--- config.mk ---
export PLATFORM = sky130hd
export DESIGN_NAME = coton_pulse_gen
export DESIGN_NICKNAME = d
export VERILOG_FILES = /design/src/rtl/coton_pkg.sv /design/src/rtl/coton_interval_counter.sv /design/src/rtl/coton_start_qualifier.sv /design/src/rtl/coton_pulse_gen.sv
export SDC_FILE = /design/constraint.sdc
export NUM_CORES = 1
export LEC_CHECK = 0
export BUFFER_PORTS_ARGS = -buffer_cell sky130_fd_sc_hd__buf_2
export CORE_MARGIN = 2
export CORE_UTILIZATION = 40
export CTS_CLUSTER_SIZE = 28
export DETAILED_ROUTE_END_ITERATION = 8
export PLACE_DENSITY_LB_ADDON = 0.08
export SLEW_MARGIN = 20
export SYNTH_ARGS = -nofsm -noshare
export SYNTH_HDL_FRONTEND = slang
export SYNTH_SLANG_ARGS = --single-unit
--- constraint.sdc ---
create_clock -name clk -period 2.2 [get_ports clk]
set_input_delay 0.44 -clock clk [delete_from_list [all_inputs] [get_ports clk]]
set_output_delay 0.44 -clock clk [all_outputs]
set_load 0.005 [all_outputs]
--- src/rtl/coton_pkg.sv ---
package coton_pkg;

    // Sequencing phase of the pulse generator
    typedef enum logic [1:0] {
        PH_ARMED = 2'd0,
        PH_ON    = 2'd1,
        PH_OFF   = 2'd2
    } phase_e;

    // Command to the shared interval counter
    typedef enum logic [1:0] {
        CMD_HOLD  = 2'd0,
        CMD_LOAD  = 2'd1,
        CMD_CLEAR = 2'd2
    } cnt_cmd_e;

    // Qualified control inputs after enable gating
    typedef struct packed {
        logic enabled;
        logic start;
    } qual_s;

endpackage

--- src/rtl/coton_interval_counter.sv ---
module coton_interval_counter
    import coton_pkg::*;
#(
    parameter int CNT_W = 10
) (
    input  logic             clk,
    input  logic             rst,
    input  cnt_cmd_e         cmd,
    input  logic [CNT_W-1:0] load_val,
    output logic             cnt_zero
);

    logic [CNT_W-1:0] remain_q;

    // Loadable down counter that parks at zero
    always_ff @(posedge clk) begin
        if (rst || cmd == CMD_CLEAR) begin
            remain_q <= '0;
        end else if (cmd == CMD_LOAD) begin
            remain_q <= load_val;
        end else if (remain_q != '0) begin
            remain_q <= remain_q - 1'b1;
        end
    end

    assign cnt_zero = (remain_q == '0);

    // Counter must never wrap from zero upward without a load
    p_no_wrap_r5: assert property (@(posedge clk) disable iff (rst)
        (cnt_zero && cmd == CMD_HOLD) |=> cnt_zero);

endmodule

--- src/rtl/coton_start_qualifier.sv ---
module coton_start_qualifier
    import coton_pkg::*;
(
    input  phase_e phase,
    input  logic   cnt_zero,
    input  logic   run_en,
    input  logic   shutdown,
    input  logic   fb_low,
    output qual_s  qual
);

    logic ready;

    // Armed, or in the last cycle of the off window
    always_comb begin
        ready        = (phase == PH_ARMED) || (phase == PH_OFF && cnt_zero);
        qual.enabled = run_en && !shutdown;
        qual.start   = qual.enabled && ready && fb_low;
    end

endmodule

--- src/rtl/coton_pulse_gen.sv ---
module coton_pulse_gen
    import coton_pkg::*;
#(
    parameter int CNT_W = 10
) (
    input  logic             clk,
    input  logic             rst,
    input  logic             run_en,
    input  logic             fb_low,
    input  logic [CNT_W-1:0] ton_cnt,
    input  logic [CNT_W-1:0] toff_cnt,
    input  logic             shutdown,
    output logic             pwm_o
);

    localparam logic [CNT_W-1:0] ONE = CNT_W'(1);

    phase_e           phase_q, phase_n;
    cnt_cmd_e         cmd;
    logic [CNT_W-1:0] load_val;
    logic             cnt_zero;
    qual_s            qual;
    logic [CNT_W-1:0] on_eff, off_eff;

    // Zero counts are clamped to one cycle
    assign on_eff  = (ton_cnt  == '0) ? ONE : ton_cnt;
    assign off_eff = (toff_cnt == '0) ? ONE : toff_cnt;

    coton_start_qualifier u_qual (
        .phase    (phase_q),
        .cnt_zero (cnt_zero),
        .run_en   (run_en),
        .shutdown (shutdown),
        .fb_low   (fb_low),
        .qual     (qual)
    );

    coton_interval_counter #(.CNT_W(CNT_W)) u_cnt (
        .clk      (clk),
        .rst      (rst),
        .cmd      (cmd),
        .load_val (load_val),
        .cnt_zero (cnt_zero)
    );

    always_comb begin
        phase_n  = phase_q;
        cmd      = CMD_HOLD;
        load_val = '0;
        if (!qual.enabled) begin
            phase_n = PH_ARMED;
            cmd     = CMD_CLEAR;
        end else if (qual.start) begin
            phase_n  = PH_ON;
            cmd      = CMD_LOAD;
            load_val = on_eff - ONE;
        end else begin
            case (phase_q)
                PH_ON: if (cnt_zero) begin
                    phase_n  = PH_OFF;
                    cmd      = CMD_LOAD;
                    load_val = off_eff - ONE;
                end
                PH_OFF: if (cnt_zero) phase_n = PH_ARMED;
                default: phase_n = phase_q;
            endcase
        end
    end

    always_ff @(posedge clk) begin
        if (rst) phase_q <= PH_ARMED;
        else     phase_q <= phase_n;
    end

    assign pwm_o = (phase_q == PH_ON);

    // ---------------- checking logic and properties ----------------
    logic [CNT_W:0]   ck_hi, ck_lo;
    logic [CNT_W-1:0] ck_on_req, ck_off_req;

    always_ff @(posedge clk) begin
        if (rst) begin
            ck_hi      <= '0;
            ck_lo      <= '0;
            ck_on_req  <= ONE;
            ck_off_req <= '0;
        end else begin
            ck_hi <= pwm_o ? ck_hi + 1'b1 : '0;
            if (pwm_o)            ck_lo <= '0;
            else if (ck_lo != '1) ck_lo <= ck_lo + 1'b1;
            if (qual.start) ck_on_req <= on_eff;
            if (!qual.enabled) ck_off_req <= '0;
            else if (cmd == CMD_LOAD && phase_n == PH_OFF) ck_off_req <= off_eff;
        end
    end

    p_reset_low_r1: assert property (@(posedge clk) rst |=> !pwm_o);

    p_rise_needs_fb_r2: assert property (@(posedge clk) disable iff (rst)
        $rose(pwm_o) |-> $past(fb_low));

    p_on_width_r3: assert property (@(posedge clk) disable iff (rst)
        ($fell(pwm_o) && $past(qual.enabled)) |-> (ck_hi == {1'b0, ck_on_req}));

    p_min_off_r5: assert property (@(posedge clk) disable iff (rst)
        $rose(pwm_o) |-> (ck_lo >= {1'b0, ck_off_req}));

    p_shutdown_low_r9: assert property (@(posedge clk) disable iff (rst)
        shutdown |=> !pwm_o);

    p_run_low_r10: assert property (@(posedge clk) disable iff (rst)
        !run_en |=> !pwm_o);

endmodule

==> metrics, run 1 <==
Routed WL 3520 µm; critical path fanouts, max 2; width of the die 59.6 µm; Final min period 2.08 ns; crit path DAT 2.26 ns; final hold vios 0; P_leak 0.757 nW; met3 wire length 116 µm; critical path launch point type primary input; Achievable Freq 480 MHz; clk root buf clkbuf_4; antenna violations before repair 0; total gr overflow 0; Syn Inst Count 153; final slew viol count 0; share of post-route cells with drive strength above 1 40.6%; IO Count 26; syn nets 184; CTS sink cnt 12; first-pass iteration count of the detailed router 4; clk_skew 0.00221 ns; met1 WL 1580 µm; post-cts sizing count 0; Iter 0 DRT Violations 49; nets@finish 252; Netlist cell types 52; outcome completed; CP required 2.38 ns; clk_lat worst skew 0.28 ns; setup TNS 0 ns; most instantiated library cell after synthesis nor2_1; clock transition at the registers of the reported paths 0.07 ns; sequential share of the synthesized area 19.4%; Max clock buf depth 2; die span in y 59.6 µm; GRT Total Usage 21.2%; Synth Cell Area 1240 µm²; final core utilization 58.6%; largest net degree at the start of global routing 17; worst-margin pin slew 0.417 ns; DIE AREA 3550 µm²; Post-CTS Hold Buffers 0; Area Overhead vs Synth 42.3%; Routed Antenna Nets 0; first-pass GRT wire length 5820 µm; GP Congestion 0.858; Post-synth EDFFs 0; Post-CTS Setup Bufs 0; CP endpoint kind register; initial core utilization 41.2%; fillers 286; Final HPWL DP 2970 µm; ys async rst share 0%; DR WL/cell 14.0 µm; Crit Path Class primary input to register; VDD IR max 145 µV; Tcrit/Tclk final 94.7%; # rows 20; RSZ-0062 raised after global routing no; number of inserted diodes 0; hold_ws 0.486 ns; synth top area cells dfxtp_1, ha_1, xnor2_1, a21oi_1, nor2_1; uppermost layer routed met4; Vias 1416; # DRC 0; Synth Warn # 0; top cells by count, synth nor2_1, a21oi_1, dfxtp_1; Core ar. 3000 µm²; final setup fails 0; final cell count without fillers 252; pwr dens 422 nW/µm²; # H-tree levels 1; Yosys top cell by area dfxtp_1; WL met2 1770 µm; top-area cell type share of the netlist area 19.4%; Mean Syn Cell Area 8.08 µm²; Placed Cells incl. Taps 249; CTS tree done; Slew HR 72.1%; I/O Buffers 25; worst min path class primary input to register; max_cap viols 0; #FFs+latches synth 12; DR vias/cell 5.62; vias in the first global route 1336; Top FF cell, synth dfxtp_1; Num CTS Buffers 3
[per-layer routing]
layer	vias to the layer above	global-route usage (%)
met5	-	0
met4	0	8.89
met3	5	0.873
met2	38	36.7
met1	652	27.4
li1	721	-
[state kept, by name, summed over array words and instances, names as in the netlist]
name            count
u_cnt.remain_q     10
phase_q             2
[report_power, final]
group / leakage (nW) / internal, mW / switching, mW
Sequential: 0.0976 / 0.227 / 0.0132
Combinational: 0.646 / 0.182 / 0.178
Clock: 0.0138 / 0.0636 / 0.0774
[worst max-delay path: stages]
cell and delay, ns:
buf_2 0.10, or4_4 0.53, o31a_1 0.33, ha_2 0.19, or4b_4 0.20, nor4_2 0.04
xnor2_1 0.15, nor2_1 0.05, o31a_1 0.22
[final cells by class]
class                      instances  area [µm²]  share of cell area (%)
tap                               33        41.3                    2.35
multi-input combinational        130         980                    55.7
timing repair buffer              66         445                    25.3
sequential                        12         240                    13.7
inverter                           8        30.0                    1.71
clock buffer                       3        22.5                    1.28
[cells in the final DEF, fill, tap and decap left out, types with 4 or more instances in the layout]
cell      instances
nor4_2            4
nor2_1           14
o21ai_0          10
buf_4            40
buf_2            25
xnor2_1           8
dfxtp_1          12
nand2b_1          4
nor3_1            5
inv_1             8
ha_1              5
a21oi_1          12
nand2_1           7
xor2_1            6
[logic make-up after synthesis]
family | Yosys count | synth area share [%]
AND/OR/NAND/NOR | 62 | 32.2
AO/OA/AOI/OAI | 47 | 27.4
adder cells (fa/ha/maj) | 6 | 6.07
buffers and inverters | 11 | 4.15
XOR/XNOR | 14 | 9.92
multiplexers | 1 | 0.810
flip-flops | 12 | 19.4
[final timing paths]
kind	start	slack, ns	endpoint	depth (start not counted)
min	rst	0.49	u_cnt.remain_q[1]	4
max	ton_cnt[5]	0.12	u_cnt.remain_q[8]	9
min reg2reg	phase_q[0]	0.51	phase_q[0]	2
max reg2reg	u_cnt.remain_q[0]	0.15	u_cnt.remain_q[2]	9
[through the flow]
| step | cell area [µm²] | setup slack, ns | power [mW] |
|---|---|---|---|
| 6_report | 1760 | 0.116 | 0.742 |
| 5_1_grt | 1760 | 0.0149 | 0.782 |
| 4_1_cts | 1740 | 0.0433 | 0.732 |
| 3_5_place_dp | 1720 | -0.215 | 0.597 |
| 3_3_place_gp | 1720 | -0.157 | 0.590 |
| 2_1_floorplan | 1250 | -0.0751 | 0.446 |
No activity file was read; power rests on OpenSTA's default activity.
==> run 2: changes to the inputs <==
--- a/config.mk
+++ b/config.mk
@@ -10,7 +10,7 @@
 export CORE_UTILIZATION = 40
 export CTS_CLUSTER_SIZE = 28
 export DETAILED_ROUTE_END_ITERATION = 8
-export PLACE_DENSITY_LB_ADDON = 0.08
+export PLACE_DENSITY = 0.65
 export SLEW_MARGIN = 20
 export SYNTH_ARGS = -nofsm -noshare
 export SYNTH_HDL_FRONTEND = slang
==> run 2 against run 1 <==
  * Count of clock-buffer cells in the layout is the same
  * Core utilization decreased by 1.2 points
  * Power fell by 2.8%
  * Clock power about the same
  * Critical endpoint is now u_cnt.remain_q[2]
  * Worst setup slack worse by 0.030 ns
  * Routed wire length increased by 0.54%
==> metrics, run 2 (synthesis gave the netlist of run 1 again) <==
outcome completed; initial core utilization 41.2%; width of the die 59.6 µm; Worst path max stage delay 0.53 ns; clk_skew 0.00205 ns; nets@finish 249; Achievable Freq 473 MHz; P_leak 0.743 nW; pwr dens 418 nW/µm²; first-pass GRT wire length 6220 µm; Final min period 2.11 ns; clk root buf clkbuf_4; Routed WL 3540 µm; die span in y 59.6 µm; CP endpoint kind register; sequential fraction of design power 33.3%; final slew viol count 0; VDD IR max 144 µV; total gr overflow 0; crit path DAT 2.29 ns; final hold vios 0; Core ar. 3000 µm²; Tcrit/Tclk final 96.1%; setup TNS 0 ns; Worst path depth 7; met2 Usage GRT 41.6%; Crit Path Class register to register; max_cap viols 0; share of post-route cells with drive strength above 1 38.9%; antenna violations before repair 0; Placed Cells incl. Taps 246; worst min path class primary input to register; vias in the first global route 1508; CP startpoint u_cnt.remain_q[0]; worst-path cell chain inv_1, ha_1, or4b_4, or3_1, nor3_2, nor2_1, o211a_1; Sw Ratio 36.2%; Critical-path top delay cell or3_1; Largest register FFs 10; most common cell after layout, fill and taps aside buf_4; # H-tree levels 1; Iter 0 DRT Violations 65; number of inserted diodes 0; design area 1720 µm²; GR met1 Demand/Resource 26.6%; Post-CTS Hold Buffers 0; Net Sw Power 0.261 mW; Reg-to-Reg End u_cnt.remain_q[2]; Routed Antenna Nets 0; r2r startpoint u_cnt.remain_q[0]; R2R cell count 7; DR vias/cell 5.73; RSZ-0062 raised after global routing yes; worst-margin pin slew 0.440 ns; Area Overhead vs Synth 39.5%; Vias 1427; Setup crit end u_cnt.remain_q[2]; met3 Usage GRT 1.75%; clock transition at the registers of the reported paths 0.08 ns; GRT Max-Usage Layer met2; critical path launch point type register; CTS tree done; P_int 0.460 mW; CTS sink cnt 12; Power Total 0.721 mW; dpl cell area 1700 µm²; # rows 20; # DRC 0; Clock Power Share 19.5%; DIE AREA 3550 µm²; pre-CTS setup slack -0.200 ns; worst path bufs/invs 1; first-pass iteration count of the detailed router 4; critical path fanouts, max 7; Max clock buf depth 2; Slew HR 70.6%; DR WL/cell 14.2 µm; I/O Buffers 25; clk_lat worst skew 0.28 ns; Final HPWL DP 2920 µm; Comb pwr share 47.2%; critical path's top delay family simple AND/OR/NAND/NOR gates; largest registers u_cnt.remain_q: 10 flops, phase_q: 2 flops; final cell count without fillers 249; final setup fails 0; CP required 2.38 ns; Largest Register u_cnt.remain_q; IO Count 26; r2r setup slk 0.09 ns; most frequent cells in the layout buf_4, buf_2, nor2_1, a21oi_1, dfxtp_1; GP Congestion 0.844; fin worst setup slack 0.0855 ns; largest net degree at the start of global routing 17; GRT Total Usage 22.7%; Num CTS Buffers 3; Post-CTS Setup Bufs 0
==> run 2: routing by layer <==
layer	up-vias	share of wire [%]
li1	714	-
met2	44	48
met5	-	0
met3	7	4.5
met1	662	45
met4	0	1.9
==> run 2: per-stage QoR <==
step                hold WS [ns]  utilization [%]
global placement           0.487             56.5
floorplan                  0.471                -
CTS                        0.477             57.2
detailed placement         0.492             56.5
global route               0.499             57.4
finish                     0.480             57.4
==> run 2: repair_timing <==
item	in CTS	in global routing
gates resized for setup	0	1
endpoints found under the hold margin	0	0
endpoints found under the setup margin	0	2
==> run 2: worst min-delay path: cells and delay by family <==
| kind | cells | cell delay, ns |
|---|---|---|
| buffers and inverters | 1 | 0.08 |
| AO/OA/AOI/OAI | 2 | 0.10 |
| AND/OR/NAND/NOR | 1 | 0.10 |
==> run 2: cell type report <==
cell class	instances	area [µm²]
fill	271	1280
sequential	12	240
tap	33	41.3
timing repair buffer	63	423
clock buffer	3	22.5
inverter	8	30.0
multi-input combinational	130	967
==> run 2: power by group through the flow <==
| stage | Sequential (mW) | Combinational [mW] | Clock (mW) |
|---|---|---|---|
| 4_1_cts | 0.239 | 0.339 | 0.145 |
| 6_report | 0.240 | 0.340 | 0.141 |
| 2_1_floorplan | 0.243 | 0.203 | 0 |
| 3_5_place_dp | 0.244 | 0.337 | 0 |
| 3_3_place_gp | 0.244 | 0.330 | 0 |
| 5_1_grt | 0.241 | 0.375 | 0.152 |
==> run 2: worst min-delay path by stage <==
stage          startpoint                 to  slack [ns]  depth (start not counted)
2_1_floorplan  phase_q[0]         phase_q[0]        0.47                          2
3_3_place_gp   phase_q[0]         phase_q[0]        0.49                          2
3_5_place_dp   phase_q[0]         phase_q[0]        0.49                          2
4_1_cts               rst  u_cnt.remain_q[1]        0.48                          4
5_1_grt               rst  u_cnt.remain_q[1]        0.50                          4
6_report              rst  u_cnt.remain_q[1]        0.48                          4
==> run 3: changes to the inputs <==
==> constraint.sdc (replaced) <==
create_clock -name clk -period 2.2 [get_ports clk]
set_input_delay 0.11 -clock clk [delete_from_list [all_inputs] [get_ports clk]]
set_output_delay 0.11 -clock clk [all_outputs]
set_load 0.005 [all_outputs]
==> run 3 against run 2 <==
  * First-iteration DRC count up 3.1%
  * Worst setup slack better by 0.099 ns
  * Core utilization is 4.7 points lower
  * Highest routed layer unchanged
  * Fmax increased by 4.9%
  * Non-clock buffer count fell by 19
  * Critical endpoint unchanged
  * Routed wire length down 3.1%
  * Combinational power decreased by 4%
  * Sequential share of layout area is 1.2 points higher
==> metrics, run 3 (synthesis gave the netlist of run 1 again) <==
share of post-route cells with drive strength above 1 32.3%; CP required 2.38 ns; number of inserted diodes 0; Net Sw Power 0.264 mW; largest registers u_cnt.remain_q: 10 flops, phase_q: 2 flops; clk root buf clkbuf_4; # H-tree levels 1; GRT Total Usage 21.6%; I/O Buffers 25; design area 1580 µm²; CTS sink cnt 12; Core ar. 3000 µm²; RSZ-0062 raised after global routing no; Final HPWL DP 2760 µm; crit path DAT 2.20 ns; P_leak 0.657 nW; Clock Power Share 24.6%; DR WL/cell 14.9 µm; pwr dens 474 nW/µm²; Achievable Freq 496 MHz; CTS tree done; Final min period 2.01 ns; # rows 20; Routed Antenna Nets 0; most frequent cells in the layout buf_2, buf_4, nor2_1, a21oi_1, dfxtp_1; Num CTS Buffers 3; Largest Register u_cnt.remain_q; outcome completed; DR vias/cell 5.81; total gr overflow 0; Area Overhead vs Synth 28.1%; Worst path max stage delay 0.48 ns; Largest register FFs 10; GP Congestion 0.895; worst-path cell chain inv_1, ha_1, or4b_4, or3_4, nor3_2, nor2_1, o211a_1; P_int 0.487 mW; clk_skew 0.00304 ns; final slew viol count 0; clock transition at the registers of the reported paths 0.08 ns; DIE AREA 3550 µm²; die span in y 59.6 µm; max_cap viols 0; Critical-path top delay cell or4b_4; worst-margin pin slew 0.434 ns; vias in the first global route 1242; Sw Ratio 35.2%; width of the die 59.6 µm; dpl cell area 1540 µm²; # DRC 0; Crit Path Class register to register; Tcrit/Tclk final 91.6%; first-pass GRT wire length 5750 µm; critical path fanouts, max 7; Vias 1342; Iter 0 DRT Violations 67; VDD IR max 134 µV; hold_ws 0.151 ns; antenna violations before repair 0; Max clock buf depth 2; final hold vios 0; clk_lat worst skew 0.29 ns; first-pass iteration count of the detailed router 4; Slew HR 70.8%; Routed WL 3430 µm; final setup fails 0; most common cell after layout, fill and taps aside buf_2; largest net degree at the start of global routing 17; nets@finish 230; CP endpoint kind register; critical path launch point type register; IO Count 26; sequential fraction of design power 31.9%; initial core utilization 41.2%; worst min path class primary input to register; Comb pwr share 43.5%
[run 3: cell count changes in the layout (fill, tap and decap cells not counted), sizes merged]
cell,delta
clkbuf,+1
buf,-19
[run 3: power by group through the flow]
stage / clock (mW) / combinational (mW) / sequential [mW]
after floorplan: 0 / 0.201 / 0.243
after global placement: 0 / 0.311 / 0.244
after detailed placement: 0 / 0.316 / 0.245
after CTS: 0.187 / 0.317 / 0.239
after global routing: 0.195 / 0.361 / 0.241
final: 0.185 / 0.327 / 0.240
[run 3: repair_timing]
action                     in CTS  in global routing
hold buffers                    0                  0
setup endpoints to repair       0                  4
resized for setup               0                  2
setup buffers                   0                  0
[run 3: worst max-delay path: cells and delay by family (launching register included)]
| kind | cells | cell delay [ns] |
|---|---|---|
| simple gates | 4 | 1.19 |
| flops | 1 | 0.32 |
| fa+ha+maj | 1 | 0.21 |
| compound gates | 1 | 0.13 |
| buf+inv | 1 | 0.05 |
[run 3: final cells by class]
cell class / count / area, µm²
inverter: 8 / 30.0
multi-input combinational: 130 / 956
sequential: 12 / 240
clock buffer: 4 / 36.3
fill: 297 / 1420
tap: 33 / 41.3
timing repair buffer: 44 / 280
[run 3: layer usage]
| layer | GRT usage (%) | up-vias | routed length [µm] |
|---|---|---|---|
| met5 | 0 | - | 0 |
| met4 | 7.62 | 0 | 53 |
| met3 | 1.31 | 5 | 105 |
| met2 | 36.6 | 30 | 1740 |
| met1 | 28.8 | 628 | 1540 |
| li1 | - | 679 | - |
[run 3: through the flow]
step / instances / power (mW) / utilization, % / setup TNS [ns] / setup WS, ns
2_1_floorplan: 153 / 0.445 / - / 0 / 0.171
3_3_place_gp: 227 / 0.554 / 51.2 / 0 / 0.0719
3_5_place_dp: 227 / 0.560 / 51.2 / -0.00134 / -0.00134
4_1_cts: 231 / 0.743 / 52.4 / 0 / 0.0631
5_1_grt: 231 / 0.797 / 52.8 / 0 / 0.0152
6_report: 231 / 0.751 / 52.8 / 0 / 0.185
[run 3: final timing paths]
path / startpoint / to / slack [ns] / depth (start not counted)
hold reg to reg: phase_q[0] / phase_q[0] / 0.52 / 2
hold / removal: rst / u_cnt.remain_q[1] / 0.15 / 4
setup reg to reg: u_cnt.remain_q[0] / u_cnt.remain_q[2] / 0.19 / 7
setup / recovery: u_cnt.remain_q[0] / u_cnt.remain_q[2] / 0.19 / 7
